<file path="src/rtl/chs_pkg.sv">
package chs_pkg;
    localparam int WORD_W = 32;

    typedef enum logic {
        TGT_LOCAL = 1'b0,
        TGT_AUX   = 1'b1
    } wr_tgt_e;

    localparam logic [WORD_W-1:0] LOCAL_RST  = 32'h00FF_FD87;
    localparam logic [WORD_W-1:0] LOCAL_KEEP = 32'hFF80_037C;
    localparam logic [WORD_W-1:0] AUX_RST    = 32'h000F_F080;
    localparam logic [WORD_W-1:0] AUX_KEEP   = 32'hC7F0_0F7F;
    localparam int                L2_BIT     = 16;
endpackage

</file>
<file path="src/rtl/chs_sync.sv">
module chs_sync #(
    parameter int              W      = 1,
    parameter int              STAGES = 2,
    parameter logic [W-1:0]    RST_V  = '0
) (
    input  logic         clk,
    input  logic         rst_n,
    input  logic [W-1:0] din,
    output logic [W-1:0] dout
);
    logic [STAGES-1:0][W-1:0] pipe_d, pipe_q;

    always_comb begin
        pipe_d[0] = din;
        for (int s = 1; s < STAGES; s++) begin
            pipe_d[s] = pipe_q[s-1];
        end
    end

    always_ff @(posedge clk or negedge rst_n) begin
        if (!rst_n) begin
            pipe_q <= {STAGES{RST_V}};
        end else begin
            pipe_q <= pipe_d;
        end
    end

    assign dout = pipe_q[STAGES-1];
endmodule

</file>
<file path="src/rtl/chs_state_reg.sv">
module chs_state_reg #(
    parameter int           W     = 32,
    parameter logic [W-1:0] RST_V = '0,
    parameter logic [W-1:0] KEEP  = '0
) (
    input  logic         clk,
    input  logic         rst_n,
    input  logic         wr_en,
    input  logic [W-1:0] wr_data,
    output logic [W-1:0] q
);
    logic [W-1:0] word_d, word_q;

    always_comb begin
        word_d = word_q;
        if (wr_en) begin
            word_d = (wr_data & ~KEEP) | (word_q & KEEP);
        end
    end

    always_ff @(posedge clk or negedge rst_n) begin
        if (!rst_n) begin
            word_q <= RST_V;
        end else begin
            word_q <= word_d;
        end
    end

    assign q = word_q;
endmodule

</file>
<file path="src/rtl/chs_sleep_gen.sv">
module chs_sleep_gen #(
    parameter int N = 4
) (
    input  logic         clk,
    input  logic         rst_n,
    input  logic [N-1:0] req,
    input  logic [N-1:0] wfi,
    output logic [N-1:0] pulse
);
    typedef struct packed {
        logic [N-1:0] cond;
        logic [N-1:0] pulse;
    } gen_t;

    gen_t st_d, st_q;

    always_comb begin
        st_d.cond  = req & wfi;
        st_d.pulse = st_d.cond & ~st_q.cond;
    end

    always_ff @(posedge clk or negedge rst_n) begin
        if (!rst_n) begin
            st_q <= '0;
        end else begin
            st_q <= st_d;
        end
    end

    assign pulse = st_q.pulse;
endmodule

</file>
<file path="src/rtl/core_sleep_hs.sv">
module core_sleep_hs #(
    parameter int N_CORE      = 2,
    parameter int N_REQ       = 4,
    parameter int SYNC_STAGES = 2
) (
    input  logic                       clk,
    input  logic                       rst_n,
    input  logic [N_CORE-1:0]          wfi_core_i,
    input  logic                       wfi_l2_i,
    input  logic [N_REQ-1:0]           pdreq_i,
    input  logic                       wr_en_i,
    input  logic                       wr_sel_i,
    input  logic [chs_pkg::WORD_W-1:0] wr_data_i,
    output logic [chs_pkg::WORD_W-1:0] wfi_status_o,
    output logic [N_REQ-1:0]           sleep_o,
    output logic [chs_pkg::WORD_W-1:0] pwr_state_o,
    output logic [chs_pkg::WORD_W-1:0] aux_state_o,
    output logic [N_REQ-1:0]           pdn_stat_o
);
    import chs_pkg::*;

    localparam int WFI_W = N_CORE + 1;

    logic [WFI_W-1:0]  wfi_s;
    logic [N_REQ-1:0]  req_s;
    logic [WORD_W-1:0] status_w;
    logic              wr_local, wr_aux;

    chs_sync #(.W(WFI_W), .STAGES(SYNC_STAGES), .RST_V({WFI_W{1'b1}})) u_wfi_sync (
        .clk(clk), .rst_n(rst_n), .din({wfi_l2_i, wfi_core_i}), .dout(wfi_s)
    );

    chs_sync #(.W(N_REQ), .STAGES(SYNC_STAGES), .RST_V('0)) u_req_sync (
        .clk(clk), .rst_n(rst_n), .din(pdreq_i), .dout(req_s)
    );

    always_comb begin
        status_w = '0;
        for (int c = 0; c < N_CORE; c++) begin
            status_w[c] = wfi_s[c];
        end
        status_w[L2_BIT] = wfi_s[N_CORE];
    end

    chs_sleep_gen #(.N(N_REQ)) u_sleep (
        .clk(clk), .rst_n(rst_n), .req(req_s), .wfi(status_w[N_REQ-1:0]), .pulse(sleep_o)
    );

    assign wr_local = wr_en_i && (wr_tgt_e'(wr_sel_i) == TGT_LOCAL);
    assign wr_aux   = wr_en_i && (wr_tgt_e'(wr_sel_i) == TGT_AUX);

    chs_state_reg #(.W(WORD_W), .RST_V(LOCAL_RST), .KEEP(LOCAL_KEEP)) u_local (
        .clk(clk), .rst_n(rst_n), .wr_en(wr_local), .wr_data(wr_data_i), .q(pwr_state_o)
    );

    chs_state_reg #(.W(WORD_W), .RST_V(AUX_RST), .KEEP(AUX_KEEP)) u_aux (
        .clk(clk), .rst_n(rst_n), .wr_en(wr_aux), .wr_data(wr_data_i), .q(aux_state_o)
    );

    assign wfi_status_o = status_w;
    assign pdn_stat_o   = ~pwr_state_o[N_REQ-1:0];
endmodule

</file>
<file path="config.mk">
export PLATFORM = sky130hd
export DESIGN_NAME = core_sleep_hs
export DESIGN_NICKNAME = d
export VERILOG_FILES = /design/src/rtl/chs_pkg.sv /design/src/rtl/chs_sync.sv /design/src/rtl/chs_state_reg.sv /design/src/rtl/chs_sleep_gen.sv /design/src/rtl/core_sleep_hs.sv
export SDC_FILE = /design/constraint.sdc
export NUM_CORES = 1
export LEC_CHECK = 0
export ABC_CLOCK_PERIOD_IN_PS = 1000
export BUFFER_PORTS_ARGS = -buffer_cell sky130_fd_sc_hd__buf_4
export CAP_MARGIN = 10
export CELL_PAD_IN_SITES_DETAIL_PLACEMENT = 1
export CELL_PAD_IN_SITES_GLOBAL_PLACEMENT = 2
export CORE_MARGIN = 4
export CORE_UTILIZATION = 24
export DETAILED_ROUTE_END_ITERATION = 10
export PLACE_DENSITY_LB_ADDON = 0.08
export SETUP_SLACK_MARGIN = 0.05
export SLEW_MARGIN = 40
export SYNTH_ARGS = -nofsm -noshare
export SYNTH_HDL_FRONTEND = slang
export SYNTH_SLANG_ARGS = --single-unit
</file>
<file path="constraint.sdc">
create_clock -name clk -period 1 [get_ports clk]
set_input_delay 0.15 -clock clk [delete_from_list [all_inputs] [get_ports clk]]
set_output_delay 0.15 -clock clk [all_outputs]
set_load 0.02 [all_outputs]
</file>
==> summary.txt, run 1 <==
Outcome
  – Status: complete, but fails checks
  – Failing checks: negative setup slack

Synthesis
  – Largest area contributor in the netlist: dfstp_2
  – Main combinational cell family by area after synthesis: buffers and inverters
  – Synth area leaders: dfstp_2 (39%), buf_4 (26%), dfrtp_1 (13%), mux2_2 (9.8%), mux2_4 (7.2%)
  – Synth Cell Area: 2080 sq um
  – Synth Area in Simple Gates: a little over 2%
  – Yosys cell types: 13
  – Syn Inst Count: roughly 150
  – Syn Area/Cell: 13.5 sq um
  – Register area share after synthesis: 52.5%
  – Post-Synth XOR/XNOR Area: 0%
  – Mux contribution to synthesized area: roughly 17%
  – Post-synthesis adder-cell area fraction: 0%
  – Share of the synthesized area in the top cell type: 39.2%
  – FF+latch count, synth: 42
  – Synthesis Warnings: 0
  – Compound-Gate Fraction of Synth Area: 0%

Routing
  – Drt total wl: around 4200 um
  – DR vias/cell: approximately 3.4
  – Antenna viol nets, final: 0
  – DRT Pass-1 Iters: 3
  – # DRC: 0
  – Initial drt markers: 16
  – Mean routed wirelength per cell: ~13 um
  – Routed vias: 1,125

Finish
  – ANT cells: 0
  – Layout area overhead: 30.3%
  – Filler Cell Count: approximately 920
  – Commonest non-fill, non-tap cell in the layout: conb_1
  – Layout Utilization: between 30% and 40%
  – Share of layout cells above drive strength 1: 60.3%
  – Most frequent cells in the layout: conb_1 (69), buf_6 (34), buf_4 (33), dfstp_2 (31), mux2_2 (18)
  – Final nets: about 270

Floorplanning
  – Top Ports: around 150
  – Core area: slightly above 8000 sq um
  – Vert. Die Dim: 101 um
  – Die area: roughly 10,000 sq um
  – Die Width: slightly above 100 um
  – Initial Utilization: 25.0%
  – Rows: 33

Timing
  – Slew @ Worst Pin: approximately 520 ps
  – RSZ-0062 raised after global routing: yes
  – Max Freq: about 860 MHz
  – Fin crit period: 1160 ps
  – Final Max Slew Viols: 0
  – Max-slew headroom: approximately 65%
  – Fin crit share: 116%
  – Final WS setup: -162 ps
  – Final setup vio count: 30
  – Setup Skew: between 7 and 8 ps
  – Endpoints failing hold: 0

Setup path
  – Worst setup EP type: output pin
  – WS Path Type: flop to output pin
  – Kind of cell adding the most delay to the critical path: flip-flops
  – Crit-path max cell delay: around 570 ps
  – CP bufs+invs: 2
  – Critical-path maximum fanout: 3
  – WP data arrival: a little over 1000 ps
  – Required time of the critical path: ~850 ps
  – CP startpoint kind: flop
  – Slowest stage cell, crit path: dfstp_2
  – Crit path cell chain: inv_2 > buf_6

Global route
  – First-pass GRT wire length: roughly 6300 um
  – GR Overflow Total: 0
  – Largest net degree at the start of global routing: 43
  – Total GRT Usage: between 7 and 8%
  – Antenna violations before repair: 0
  – Vias in the first global route: approximately 1,200

Placement
  – IO Port Bufs: 62
  – Post-Place Setup Slack: 5.18 ps
  – Detailed placement HPWL: around 3200 um
  – Gpl congestion: 0.665

Clock network
  – Root buffer cell: clkbuf_8
  – Worst-skew pair later-pin latency: 290 ps
  – Max clock buf depth: 2
  – H-Tree Depth: 2
  – Clock transition at path regs: ~80 ps
  – CTS Buf Count: 5
  – Clock sinks: 42
  – CTS tree: built

Flow run
  – # Max-Cap Violations: 0

Pwr
  – Leakage power: 0.00131 uW
  – Maximum VDD drop: 0.551 mV
  – Pwr Density: about 1800 nW/um^2

Hold path
  – Min-delay worst type: primary input to flop
worst reg2reg max path: stages, from the launching register on:
cell     delay (ps)
dfstp_2         550
and2_1          130
nor2b_1         130
through the flow:
step | instances | power (uW) | hold WS [ps] | TNS, ps | instance area [sq um]
5_1_grt | 334 | 5030 | 74.4 | -4270 | 2700
6_report | 334 | 4760 | 87.7 | -3010 | 2700
2_1_floorplan | 221 | 3080 | -146 | 0 | 2330
3_5_place_dp | 318 | 3360 | 178 | 0 | 2390
4_1_cts | 334 | 4870 | 74.6 | -3670 | 2700
3_3_place_gp | 318 | 3340 | 168 | 0 | 2390
kinds of logic (layout without fill, tap and decap cells):
family / after synthesis / count (layout)
and+or+nand+nor: 6 / 6
buffers and inverters: 76 / 84
other: 2 / 69
muxes: 28 / 28
DFF: 42 / 42
layer usage:
layer | vias to the layer above | share of wire, % | global-route usage, %
met4 | 0 | 1.6 | 3.37
li1 | 495 | - | -
met3 | 5 | 11 | 2.77
met5 | - | 0 | 0
met1 | 549 | 32 | 8.33
met2 | 76 | 56 | 14.2
power by group:
group / switching [uW] / internal (uW) / leakage, uW
Combinational: 708 / 643 / 0.000797
Clock: 559 / 697 / 0.0000575
Sequential: 136 / 2020 / 0.000460
Total: 1400 / 3360 / 0.00131
synth_stat cells:
cell	n
buf_4	71
dfstp_2	31
mux2_2	18
dfrtp_1	11
mux2_4	10
and2_1	2
buf_6	2
conb_1	2
inv_1	2
nor2b_1	2
buf_12	1
nand2_1	1
nor2b_4	1
final cells by class:
cell class	instances	area, sq um	area share (%)
flip-flops and latches	42	1090	40.3
repair buffers	74	711	26.3
clock buffers	8	110	4.07
well taps	105	131	4.86
inverters	2	7.51	0.278
multi-input cells	103	654	24.2
registers in the layout (all words and copies together), names as in the netlist:
signal / count
u_aux.q: 12
u_local.q: 16
u_req_sync.dout: 2
u_req_sync.pipe_d: 2
u_sleep.pulse: 2
u_sleep.st_q: 2
u_wfi_sync.dout: 3
u_wfi_sync.pipe_d: 3
final timing paths:
kind                                           startpoint                            to  slack [ps]  cells past startpoint
setup / recovery                 u_local.q[1]$_DFFE_PN1P_                 pdn_stat_o[1]        -160                      2
hold / removal                              wr_data_i[20]     u_local.q[20]$_DFFE_PN1P_          90                      2
setup reg to reg             u_wfi_sync.dout[1]$_DFF_PN1_    u_sleep.pulse[1]$_DFF_PN0_         110                      2
hold reg to reg            u_req_sync.pipe_d[5]$_DFF_PN0_  u_req_sync.dout[1]$_DFF_PN0_         360                      0
max in group asynchronous                           rst_n  u_wfi_sync.dout[0]$_DFF_PN1_         220                      2
min in group asynchronous                           rst_n       u_aux.q[28]$_DFFE_PN0P_         400                      2
repair_timing:
item / CTS / global route
setup buffers: 2 / 0
hold endpoints to repair: 16 / 0
hold buffers: 6 / 0
resized for setup: 36 / 0
endpoints found under the setup margin: 35 / 35
No activity file was read; power rests on OpenSTA's default activity.
==> run 2: changes to the inputs <==
--- a/config.mk
+++ b/config.mk
@@ -6,7 +6,7 @@
 export NUM_CORES = 1
 export LEC_CHECK = 0
 export ABC_CLOCK_PERIOD_IN_PS = 1000
-export BUFFER_PORTS_ARGS = -buffer_cell sky130_fd_sc_hd__buf_4
+export BUFFER_PORTS_ARGS = -buffer_cell sky130_fd_sc_hd__buf_2
 export CAP_MARGIN = 10
 export CELL_PAD_IN_SITES_DETAIL_PLACEMENT = 1
 export CELL_PAD_IN_SITES_GLOBAL_PLACEMENT = 2
@@ -14,6 +14,7 @@
 export CORE_UTILIZATION = 24
 export DETAILED_ROUTE_END_ITERATION = 10
 export PLACE_DENSITY_LB_ADDON = 0.08
+export RECOVER_POWER = 100
 export SETUP_SLACK_MARGIN = 0.05
 export SLEW_MARGIN = 40
 export SYNTH_ARGS = -nofsm -noshare
==> run 2 against run 1 <==
The flow still finishes with violations (negative setup slack); clock power increased by 6%; hold slack got worse by 2.3 ps; critical path depth unchanged; highest routed layer unchanged; largest cell class unchanged; clock skew decreased by 6.3 ps; maximum frequency increased by 0.92%; die area unchanged; first-iteration DRC count increased by 50%; design area decreased by 1.7%; critical path type unchanged; global-route usage increased by 0.38 points.
==> summary.txt, run 2 (synthesized netlist as in run 1, its figures left out) <==
Global route
  – GR Overflow Total: 0 (unchanged)
  – Vias in the first global route: 1,272 (+5.6%)
  – Largest net degree at the start of global routing: 43 (unchanged)
  – Total GRT Usage: 8.29% (+0.38 points)
  – First-pass GRT wire length: 6540 um (+4.5%)
  – Antenna violations before repair: 0 (unchanged)

Routing
  – Drt total wl: 4300 um (+2.8%)
  – DRT Pass-1 Iters: 2 (-1)
  – DR vias/cell: 3.38 (+0.40%)
  – Routed vias: 1,143 (+1.6%)
  – # DRC: 0 (unchanged)
  – Mean routed wirelength per cell: 12.7 um (+1.6%)
  – Antenna viol nets, final: 0 (unchanged)
  – Initial drt markers: 24 (+8)

Finish
  – Layout Utilization: 32.0% (-0.54 points)
  – Max reg flops: 16 (unchanged)
  – Share of layout cells above drive strength 1: 51.9% (-8.3 points)
  – Most frequent cells in the layout: conb_1 (69), buf_6 (32), buf_2 (27), dfstp_1 (20), mux2_2 (18)
  – Fin cells: 338 (+1.2%)
  – ANT cells: 0 (unchanged)
  – Final nets: 275 (+1.5%)
  – Layout area overhead: 28.1%
  – Commonest non-fill, non-tap cell in the layout: conb_1

Outcome
  – Status: complete, but fails checks
  – Failing checks: negative setup slack

Clock network
  – CTS tree: built
  – CTS Buf Count: 5 (unchanged)
  – Clock sinks: 42 (unchanged)
  – Max clock buf depth: 2 (unchanged)
  – H-Tree Depth: 2 (unchanged)
  – Root buffer cell: clkbuf_8
  – Worst-skew pair later-pin latency: 280 ps (about the same)
  – Clock transition at path regs: 80 ps (about the same)

Floorplanning
  – Die Width: 101 um (unchanged)
  – Rows: 33 (unchanged)
  – Core area: 8300 sq um (unchanged)
  – Vert. Die Dim: 101 um (unchanged)
  – Top Ports: 147 (unchanged)
  – Initial Utilization: 25.0% (unchanged)
  – Die area: 10,200 sq um (unchanged)

Placement
  – Placed cell count: 319 (+0.31%)
  – Post-Place Setup Slack: -18.3 ps (-23.5 ps)
  – IO Port Bufs: 62 (unchanged)
  – Detailed placement HPWL: 3220 um (-0.69%)
  – Gpl congestion: 0.692 (+4.0%)

Setup path
  – Crit path cell chain: inv_2 > buf_6
  – WS Path Type: flop to output pin
  – Crit-path max cell delay: 560 ps (about the same)
  – Required time of the critical path: 850 ps (about the same)
  – CP startpoint kind: flop
  – WP data arrival: 1000 ps (about the same)
  – Slowest stage cell, crit path: dfstp_2
  – Critical-path maximum fanout: 3 (unchanged)
  – Worst setup EP type: output pin

Timing
  – Setup Skew: 1.22 ps (-6.30 ps)
  – Endpoints failing hold: 0 (unchanged)
  – Fin crit share: 115% (-1.1 points)
  – Final WS setup: -151 ps (+10.6 ps)
  – Setup_tns: -3360 ps (-345 ps)
  – Max-slew headroom: 61.3% (-4.0 points)
  – Max Freq: 869 MHz (+0.92%)
  – Final Max Slew Viols: 0 (unchanged)
  – Final setup vio count: 30 (unchanged)
  – Fin crit period: 1150 ps (-10.6 ps)
  – RSZ-0062 raised after global routing: yes
  – Slew @ Worst Pin: 580 ps (+59.9 ps)

Pwr
  – Switching Power: 1440 uW (+3.0%)
  – Internal Pwr Total: 3350 uW (-0.11%)
  – Reg power frac: 44.1% (-1.2 points)
  – Sw frac: 30.1% (+0.64 points)
  – Clock power share: 27.8% (+1.4 points)
  – Pwr Density: 1810 nW/um^2 (+2.5%)
  – Maximum VDD drop: 0.552 mV (+0.26%)
  – Comb pwr share: 28.0% (-0.4 points)
  – Leakage power: 0.00129 uW (-1.9%)

Hold path
  – Min-delay worst type: primary input to flop

Flow run
  – # Max-Cap Violations: 0 (unchanged)
run 2: path summary, 6_finish.rpt:
| path | start | to | slack [ps] | cells after the start |
|---|---|---|---|---|
| worst min register to register | u_wfi_sync.pipe_d[5]$_DFF_PN1_ | u_wfi_sync.dout[2]$_DFF_PN1_ | 360 | 0 |
| worst min-delay path | wr_data_i[27] | u_aux.q[27]$_DFFE_PN0P_ | 90 | 2 |
| worst max-delay path | u_local.q[0]$_DFFE_PN1P_ | pdn_stat_o[0] | -150 | 2 |
| max in group asynchronous | rst_n | u_req_sync.pipe_d[5]$_DFF_PN0_ | 110 | 3 |
| min in group asynchronous | rst_n | u_aux.q[29]$_DFFE_PN0P_ | 510 | 3 |
| worst max register to register | u_wfi_sync.dout[1]$_DFF_PN1_ | u_sleep.pulse[1]$_DFF_PN0_ | 110 | 2 |
run 2: worst max-delay path: cells and delay by family (launching register included):
family	cells	cell delay (ps)
buffers and inverters	2	160
flip-flops	1	560
run 2: per-layer routing:
layer	GRT usage (%)	share of wire, %
met5	0	0
met4	3.07	1.4
met3	2.28	9.5
met2	15.0	54
met1	9.20	35
run 2: area by class of cell:
cell class	instances	area (sq um)
Fill cell	950	5640
Tap cell	105	131
Sequential cell	42	1090
Clock inverter	2	37.5
Inverter	2	7.51
Multi-Input combinational cell	103	654
Timing Repair Buffer	78	666
Clock buffer	6	72.6
run 2: timing repair:
| action | CTS | global route |
|---|---|---|
| endpoints found under the setup margin | 35 | 35 |
| gates resized for setup | 70 | 0 |
| hold endpoints to repair | 16 | 0 |
| hold buffers | 6 | 0 |
| setup buffers | 5 | 0 |
run 2: power groups by stage:
stage / combinational, uW / clock [uW] / sequential, uW
3_5_place_dp: 1080 / 0 / 2140
2_1_floorplan: 713 / 0 / 2370
4_1_cts: 1370 / 1400 / 2160
5_1_grt: 1430 / 1470 / 2150
3_3_place_gp: 1070 / 0 / 2130
6_report: 1350 / 1340 / 2120
run 2: metrics by stage:
step / hold slack (ps) / instance area (sq um) / power (uW)
floorplan: -146 / 2330 / 3080
global placement: 139 / 2260 / 3200
finish: 85.4 / 2660 / 4800
detailed placement: 147 / 2260 / 3220
global route: 68.5 / 2660 / 5050
CTS: 75.1 / 2680 / 4930
